$ cat src/rtl/spi_word_pkg.sv
package spi_word_pkg;
  localparam int ADDR_W = 5;

  localparam logic [ADDR_W-1:0] A_CTRL   = 5'h00;
  localparam logic [ADDR_W-1:0] A_CFG    = 5'h04;
  localparam logic [ADDR_W-1:0] A_DOUT   = 5'h08;
  localparam logic [ADDR_W-1:0] A_DIN    = 5'h0C;
  localparam logic [ADDR_W-1:0] A_CAUSE  = 5'h10;
  localparam logic [ADDR_W-1:0] A_TIMING = 5'h18;

  // per-word settings, captured when a word starts
  typedef struct packed {
    logic cpol;
    logic cpha;
    logic tx_lsb;
    logic rx_lsb;
    logic wide;
    logic late;
  } xfer_cfg_t;
endpackage

$ cat src/rtl/spi_word_regs.sv
module spi_word_regs
  import spi_word_pkg::*;
#(
  parameter int NUM_CS = 8,
  parameter int WORD_W = 16
) (
  input  logic                      clk,
  input  logic                      rst,
  input  logic [ADDR_W-1:0]         bus_addr,
  input  logic                      bus_wr,
  input  logic                      bus_rd,
  input  logic [31:0]               bus_wdata,
  output logic [31:0]               bus_rdata,
  input  logic                      busy,
  input  logic                      done,
  input  logic [WORD_W-1:0]         rx_word,
  output logic                      start,
  output logic [WORD_W-1:0]         tx_word,
  output xfer_cfg_t                 cfg,
  output logic                      cause,
  output logic                      cs_on,
  output logic [$clog2(NUM_CS)-1:0] cs_idx
);
  localparam int IDX_W = $clog2(NUM_CS);

  logic              ctl_on_q;
  logic [IDX_W-1:0]  ctl_idx_q;
  logic              cpol_q, cpha_q, txl_q, rxl_q, wide_q;
  logic [1:0]        smp_sel_q;
  logic [WORD_W-1:0] dout_q;
  logic              cause_q;
  logic [31:0]       rd_mux;
  logic [31:0]       rdata_q;

  assign start   = bus_wr && (bus_addr == A_DOUT) && !busy;
  assign tx_word = bus_wdata[WORD_W-1:0];

  always_comb begin
    cfg        = '0;
    cfg.cpol   = cpol_q;
    cfg.cpha   = cpha_q;
    cfg.tx_lsb = txl_q;
    cfg.rx_lsb = rxl_q;
    cfg.wide   = wide_q;
    cfg.late   = (smp_sel_q == 2'd2);
  end

  always_ff @(posedge clk) begin
    if (rst) begin
      ctl_on_q  <= 1'b0;
      ctl_idx_q <= '0;
      cpol_q    <= 1'b0;
      cpha_q    <= 1'b0;
      txl_q     <= 1'b0;
      rxl_q     <= 1'b0;
      wide_q    <= 1'b0;
      smp_sel_q <= 2'd1;
      dout_q    <= '0;
      cause_q   <= 1'b0;
    end else begin
      if (bus_wr) begin
        case (bus_addr)
          A_CTRL: begin
            ctl_on_q  <= bus_wdata[0];
            ctl_idx_q <= bus_wdata[2 +: IDX_W];
          end
          A_CFG: begin
            wide_q <= bus_wdata[5];
            cpol_q <= bus_wdata[11];
            cpha_q <= bus_wdata[12];
            txl_q  <= bus_wdata[13];
            rxl_q  <= bus_wdata[14];
          end
          A_DOUT:   if (!busy) dout_q <= bus_wdata[WORD_W-1:0];
          A_CAUSE:  if (bus_wdata == 32'd0) cause_q <= 1'b0;
          A_TIMING: smp_sel_q <= bus_wdata[7:6];
          default: ;
        endcase
      end
      if (done) cause_q <= 1'b1;
    end
  end

  always_comb begin
    rd_mux = '0;
    case (bus_addr)
      A_CTRL: begin
        rd_mux[0]           = ctl_on_q;
        rd_mux[1]           = busy;
        rd_mux[2 +: IDX_W]  = ctl_idx_q;
      end
      A_CFG: begin
        rd_mux[5]  = wide_q;
        rd_mux[11] = cpol_q;
        rd_mux[12] = cpha_q;
        rd_mux[13] = txl_q;
        rd_mux[14] = rxl_q;
      end
      A_DOUT:   rd_mux[WORD_W-1:0] = dout_q;
      A_DIN:    rd_mux[WORD_W-1:0] = rx_word;
      A_CAUSE:  rd_mux[0] = cause_q;
      A_TIMING: rd_mux[7:6] = smp_sel_q;
      default: ;
    endcase
  end

  always_ff @(posedge clk) begin
    if (rst)         rdata_q <= '0;
    else if (bus_rd) rdata_q <= rd_mux;
  end

  assign bus_rdata = rdata_q;
  assign cause     = cause_q;
  assign cs_on     = ctl_on_q;
  assign cs_idx    = ctl_idx_q;
endmodule

$ cat src/rtl/spi_word_engine.sv
module spi_word_engine
  import spi_word_pkg::*;
#(
  parameter int WORD_W = 16
) (
  input  logic              clk,
  input  logic              rst,
  input  logic              sck_en,
  input  logic              start,
  input  logic [WORD_W-1:0] tx_word,
  input  xfer_cfg_t         cfg_live,
  input  logic              miso,
  output logic              busy,
  output logic              done,
  output logic [WORD_W-1:0] rx_word,
  output logic              sck,
  output logic              mosi
);
  localparam int HALF_W = WORD_W / 2;
  localparam int EDGE_W = $clog2(2 * WORD_W + 1);
  localparam int POS_W  = $clog2(WORD_W);

  xfer_cfg_t         snap_q;
  logic              busy_q, done_q, sck_q, mosi_q, cap1_q, cap2_q;
  logic [WORD_W-1:0] word_q, rx_q;
  logic [EDGE_W-1:0] edge_q, txi_q, rxn_q;
  logic [EDGE_W-1:0] nbits, nedges, rx_pos;
  logic              tick, leading, cap_edge, launch, smp, finish;

  function automatic logic pick(input logic [WORD_W-1:0] w, input logic [EDGE_W-1:0] i,
                                input logic lsb, input logic [EDGE_W-1:0] n);
    logic [EDGE_W-1:0] p;
    p = lsb ? i : (n - EDGE_W'(1) - i);
    return w[p[POS_W-1:0]];
  endfunction

  assign nbits    = snap_q.wide ? EDGE_W'(WORD_W) : EDGE_W'(HALF_W);
  assign nedges   = nbits << 1;
  assign tick     = busy_q && sck_en && (edge_q != nedges);
  assign leading  = !edge_q[0];
  assign cap_edge = tick && (snap_q.cpha ? !leading : leading);
  assign launch   = tick && !cap_edge && !(snap_q.cpha && edge_q == '0);
  assign smp      = snap_q.late ? cap2_q : cap1_q;
  assign finish   = busy_q && (edge_q == nedges) && (rxn_q == nbits);
  assign rx_pos   = snap_q.rx_lsb ? rxn_q : (nbits - EDGE_W'(1) - rxn_q);

  always_ff @(posedge clk) begin
    if (rst) begin
      snap_q <= '0;
      busy_q <= 1'b0;
      done_q <= 1'b0;
      sck_q  <= 1'b0;
      mosi_q <= 1'b0;
      cap1_q <= 1'b0;
      cap2_q <= 1'b0;
      word_q <= '0;
      rx_q   <= '0;
      edge_q <= '0;
      txi_q  <= '0;
      rxn_q  <= '0;
    end else begin
      done_q <= 1'b0;
      cap1_q <= cap_edge;
      cap2_q <= cap1_q;
      if (!busy_q) begin
        sck_q <= cfg_live.cpol;
        if (start) begin
          busy_q <= 1'b1;
          snap_q <= cfg_live;
          word_q <= tx_word;
          edge_q <= '0;
          txi_q  <= '0;
          rxn_q  <= '0;
          rx_q   <= '0;
          mosi_q <= pick(tx_word, '0, cfg_live.tx_lsb,
                         cfg_live.wide ? EDGE_W'(WORD_W) : EDGE_W'(HALF_W));
        end
      end else begin
        if (tick) begin
          sck_q  <= ~sck_q;
          edge_q <= edge_q + EDGE_W'(1);
        end
        if (launch && (txi_q < nbits - EDGE_W'(1))) begin
          txi_q  <= txi_q + EDGE_W'(1);
          mosi_q <= pick(word_q, txi_q + EDGE_W'(1), snap_q.tx_lsb, nbits);
        end
        if (smp) begin
          rx_q[rx_pos[POS_W-1:0]] <= miso;
          rxn_q <= rxn_q + EDGE_W'(1);
        end
        if (finish) begin
          busy_q <= 1'b0;
          done_q <= 1'b1;
        end
      end
    end
  end

  assign busy    = busy_q;
  assign done    = done_q;
  assign rx_word = rx_q;
  assign sck     = sck_q;
  assign mosi    = mosi_q;
endmodule

$ cat src/rtl/spi_word_csdec.sv
module spi_word_csdec #(
  parameter int NUM_CS = 8
) (
  input  logic                      clk,
  input  logic                      rst,
  input  logic                      cs_on,
  input  logic [$clog2(NUM_CS)-1:0] cs_idx,
  output logic [NUM_CS-1:0]         cs_n
);
  localparam int IDX_W = $clog2(NUM_CS);

  for (genvar g = 0; g < NUM_CS; g++) begin : g_cs
    always_ff @(posedge clk) begin
      if (rst) cs_n[g] <= 1'b1;
      else     cs_n[g] <= !(cs_on && (cs_idx == IDX_W'(g)));
    end
  end
endmodule

$ cat src/rtl/spi_word_master.sv
module spi_word_master
  import spi_word_pkg::*;
#(
  parameter int NUM_CS = 8,
  parameter int WORD_W = 16
) (
  input  logic              clk,
  input  logic              rst,
  input  logic [4:0]        bus_addr,
  input  logic              bus_wr,
  input  logic              bus_rd,
  input  logic [31:0]       bus_wdata,
  output logic [31:0]       bus_rdata,
  input  logic              sck_en,
  output logic              spi_sck,
  output logic              spi_mosi,
  input  logic              spi_miso,
  output logic [NUM_CS-1:0] spi_cs_n
);
  localparam int IDX_W = $clog2(NUM_CS);

  xfer_cfg_t         live_cfg;
  logic              xfer_busy, xfer_done, start, cause_flag, cfg_cpol, cs_on;
  logic [IDX_W-1:0]  cs_idx;
  logic [WORD_W-1:0] tx_word, rx_word;

  assign cfg_cpol = live_cfg.cpol;

  spi_word_regs #(.NUM_CS(NUM_CS), .WORD_W(WORD_W)) regs_i (
    .clk(clk), .rst(rst), .bus_addr(bus_addr), .bus_wr(bus_wr), .bus_rd(bus_rd),
    .bus_wdata(bus_wdata), .bus_rdata(bus_rdata), .busy(xfer_busy), .done(xfer_done),
    .rx_word(rx_word), .start(start), .tx_word(tx_word), .cfg(live_cfg),
    .cause(cause_flag), .cs_on(cs_on), .cs_idx(cs_idx)
  );

  spi_word_engine #(.WORD_W(WORD_W)) eng_i (
    .clk(clk), .rst(rst), .sck_en(sck_en), .start(start), .tx_word(tx_word),
    .cfg_live(live_cfg), .miso(spi_miso), .busy(xfer_busy), .done(xfer_done),
    .rx_word(rx_word), .sck(spi_sck), .mosi(spi_mosi)
  );

  spi_word_csdec #(.NUM_CS(NUM_CS)) csdec_i (
    .clk(clk), .rst(rst), .cs_on(cs_on), .cs_idx(cs_idx), .cs_n(spi_cs_n)
  );
endmodule

$ cat config.mk
export PLATFORM = sky130hd
export DESIGN_NAME = spi_word_master
export DESIGN_NICKNAME = d
export VERILOG_FILES = /design/src/rtl/spi_word_pkg.sv /design/src/rtl/spi_word_regs.sv /design/src/rtl/spi_word_engine.sv /design/src/rtl/spi_word_csdec.sv /design/src/rtl/spi_word_master.sv
export SDC_FILE = /design/constraint.sdc
export NUM_CORES = 1
export LEC_CHECK = 0
export BUFFER_PORTS_ARGS = -buffer_cell sky130_fd_sc_hd__buf_2
export CAP_MARGIN = 10
export CORE_MARGIN = 3
export CORE_UTILIZATION = 56
export CTS_BUF_LIST = sky130_fd_sc_hd__clkbuf_16
export CTS_CLUSTER_SIZE = 10
export DETAILED_ROUTE_END_ITERATION = 6
export GPL_TIMING_DRIVEN = 0
export PLACE_DENSITY_LB_ADDON = 0.12
export SETUP_SLACK_MARGIN = 0.15
export SLEW_MARGIN = 20
export SYNTH_ARGS = -nofsm -noshare
export SYNTH_HDL_FRONTEND = slang
export SYNTH_SLANG_ARGS = --single-unit
export TNS_END_PERCENT = 10
$ cat constraint.sdc
create_clock -name clk -period 2.7 [get_ports clk]
set_input_delay 0.135 -clock clk [delete_from_list [all_inputs] [get_ports clk]]
set_output_delay 0.135 -clock clk [all_outputs]
set_load 0.005 [all_outputs]
==> impl_results.md <==
- R2R Setup Slk: 0.44 ns
- Drt pass-1 iters: 6
- Max cap viols: 0
- RSZ-0062 raised after global routing: false
- WHS Endpoint: regs_i.dout_q[1]
- CP bufs+invs: 0
- Die X: 103 um
- Post-Route WL: 15.0 mm
- Antenna Cells: 0
- Final setup fails: 0
- DRC errors left: 0
- Synth Flop Type: dfxtp_1
- All-layer global routing usage: 28.8%
- Net Sw Frac: 22.9%
- Power share of the combinational group: 4.4%
- Worst R2R Path Depth: 7
- Final std cells w/o fill: 871
- CP endpoint kind: flip-flop
- Post-synthesis async set-or-reset flop share: 0%
- Clock-pin slew on the worst setup and hold paths: 0.06 ns
- Postcts setup bufs: 0
- Sequential area share after synthesis: 42.7%
- CTS Hold Bufs: 0
- Layout Skew: 0.00651 ns
- Largest net degree at the start of global routing: 17
- Synth Cell Area: 5300 um^2
- Pre-CTS WS: 0.478 ns
- Critical Path Start Type: flip-flop
- Setup ws final: 0.444 ns
- Relative slew slack: 56.6%
- Dpl cells: 839
- Initial antenna violation count: 0
- Worst-skew pair later-pin latency: 0.41 ns
- CTS tree: yes
- Psw: 0.921 mW
- Gate Count Post-Synth: 633
- Vias per cell: 5.72
- Internal power: 3.09 mW
- P_leak: 2.49 nW
- Final hold slack: 0.0171 ns
- Critical Path Max Stage Delay: 0.45 ns
- CP Data Arrival Time: 2.60 ns
- Dpl cell area: 5840 um^2
- Min-delay src: bus_wdata[1]
- Crit path max-delay family: compound AO/OA/AOI/OAI gates
- #FFs+latches synth: 113
- Part of the cycle the worst path needs: 83.6%
- Post-CTS resize count: 0
- Grt total ovfl: 0
- Pwr/cell area: 626 nW/um^2
- Min-delay worst type: input port to flip-flop
- Fin util: 71.4%
- Reg-to-Reg End: eng_i.mosi
- Slowest library cell on the worst path: a2111o_1
- Peak supply drop: 392 uV
- Cell area after layout: 6410 um^2
- Fin nets: 781
- Syn_area_per_cell: 8.37 um^2
- CTS H-Tree Depth: 4
- Share of cells above drive strength 1: 18.9%
- Max Freq: 443 MHz
- Synthesis Warnings: 0
- Power Total: 4.01 mW
- Area growth syn-to-layout: 21.0%
- Worst-path cell chain: ha_1, xor2_2, or3_1, o31ai_1, or3_1, a2111o_1, a21oi_2
- Post-route ant nets: 0
- Vias in the first global route: 4622
- Die H: 103 um
- DRT iter0 DRCs: 424
- Minimum clock period: 2.26 ns
- Final TNS setup: 0 ns
- FP Rows: 34
- Worst r2r src: eng_i.txi_q[0]
- HPWL Detailed: 10.8 mm
- I/O pins: 85
- CP Max Fanout: 5
- Most frequent CP cell: or3_1
- Sink Count: 113
- Root Driver: clkbuf_16
- Starting density of the core: 59.0%
- Post-synth EDFFs: 0
- Full die area: 10700 um^2
- Inserted Clock Buffers: 17
- CORE AREA: 8980 um^2
- Final Slew Violations: 0
- DR vias: 4985
- PortBufs: 65
- Clock share of power: 53.7%
- Worst-Margin Slew: 0.651 ns
- Wire per inst: 17.2 um
- WP data required: 3.04 ns
- Part of the power in registers: 41.9%
- WS Path Type: flip-flop to flip-flop
- Hold Violations, Final: 0
- Routability cong.: 0.965
- Clk buf depth: 2
- Run status: complete, no violations
- Worst hold stages: 3
- First-pass GRT wire length: 23.3 mm
- Yosys cell types: 61
## metal layers
| metal | vias up | routed length (um) | share of wire (%) | GRT usage, % |
|---|---|---|---|---|
| li1 | 2403 | - | - | - |
| met1 | 2332 | 6180 | 41 | 37.1 |
| met2 | 211 | 7220 | 48 | 46.5 |
| met3 | 39 | 1170 | 7.8 | 6.98 |
| met4 | 0 | 393 | 2.6 | 11.9 |
| met5 | - | 0 | 0 | 0 |
## flip-flops by register name (all words and copies together) (netlist names), 5 cells and up
signal	count
csdec_i.cs_n	8
eng_i.edge_q	6
eng_i.rx_word	16
eng_i.rxn_q	6
eng_i.snap_q	5
eng_i.txi_q	6
eng_i.word_q	16
regs_i.bus_rdata	16
regs_i.dout_q	16
## cell usage after synthesis (all sizes together) (2+ instances only)
master   instances  share of area (%)
nor2            87                6.2
and4b            2               0.38
and3             3               0.35
inv             10               0.71
or3              8               0.94
ha               6                1.4
a221oi           4               0.66
o21ai           22                2.1
a31oi            4               0.59
a211oi           2               0.28
mux2             4               0.85
mux2i           15                2.8
o31ai            2               0.28
a222oi           9                1.7
nor2b            7               0.83
xor2            10                1.8
dfxtp          113                 43
nor3            11                1.1
and2             2               0.24
nor4b            3               0.61
nand2          100                7.1
a21oi           64                6.1
nor4             9                1.1
nand4            8               0.94
a2bb2oi          2               0.33
and3b            2               0.33
buf             28                3.8
clkbuf          28                2.1
nand2b           2               0.24
a22oi           20                2.8
nor3b            6                1.1
mux4             8                3.5
nand3           14                1.3
xnor2            7                1.2
## worst reg2reg max path, stage by stage, from the launching register on
cell	delay [ns]
dfxtp_1	0.39
ha_1	0.34
xor2_2	0.26
or3_1	0.15
o31ai_1	0.06
or3_1	0.38
a2111o_1	0.45
a21oi_2	0.15
## worst max-delay path by stage
stage,startpoint,to,slack (ns),cells past startpoint
2_1_floorplan,eng_i.txi_q[0],eng_i.mosi,0.59,7
6_report,eng_i.txi_q[0],eng_i.mosi,0.44,7
3_3_place_gp,eng_i.txi_q[0],eng_i.mosi,0.48,7
4_1_cts,eng_i.txi_q[0],eng_i.mosi,0.42,7
3_5_place_dp,eng_i.txi_q[0],eng_i.mosi,0.48,7
5_1_grt,eng_i.snap_q[1],eng_i.mosi,0.17,10
## power groups by stage
stage / Sequential [mW] / Clock (mW) / Combinational (mW)
floorplan: 1.72 / 0 / 0.0995
global placement: 1.72 / 0 / 0.168
detailed placement: 1.72 / 0 / 0.171
CTS: 1.68 / 2.17 / 0.173
global route: 1.68 / 2.24 / 0.193
finish: 1.68 / 2.15 / 0.177
## cell usage in the layout (no fill, tap or decap), types with 4 or more instances in the layout
cell type and count:
nor2b_1 7, a21oi_1 63, clkbuf_16 17, a22oi_1 20, nor4_1 9, or3_1 8
mux4_2 6, nand4_1 8, nor2_1 87, conb_1 16, mux2i_1 15, clkbuf_1 26
o21ai_1 9, a222oi_1 9, dfxtp_1 113, clkinv_2 4, xor2_1 9, buf_4 18
xnor2_1 7, clkinv_4 4, a221oi_1 4, ha_1 6, buf_2 69, nor3b_1 5
o21ai_0 13, inv_1 9, nand2_1 100, nor3_1 10, nand3_1 14
## cell type report
cell class,instances,area (um^2)
fill,721,2560
clock buffer,17,425
clock inverter,15,146
timing repair buffer,65,325
tap,126,158
sequential,113,2260
buffer,57,319
multi-input combinational,467,2730
inverter,11,41.3
## cells by family after synthesis
logic type               share of synthesized area, %
buffers and inverters                            6.80
AND/OR/NAND/NOR                                  23.0
other                                          0.0708
XOR/XNOR                                         2.95
AO/OA/AOI/OAI                                    15.9
flip-flops                                       42.7
multiplexers                                     7.20
adder cells (fa/ha/maj)                          1.42
No activity file was read; power rests on OpenSTA's default activity.
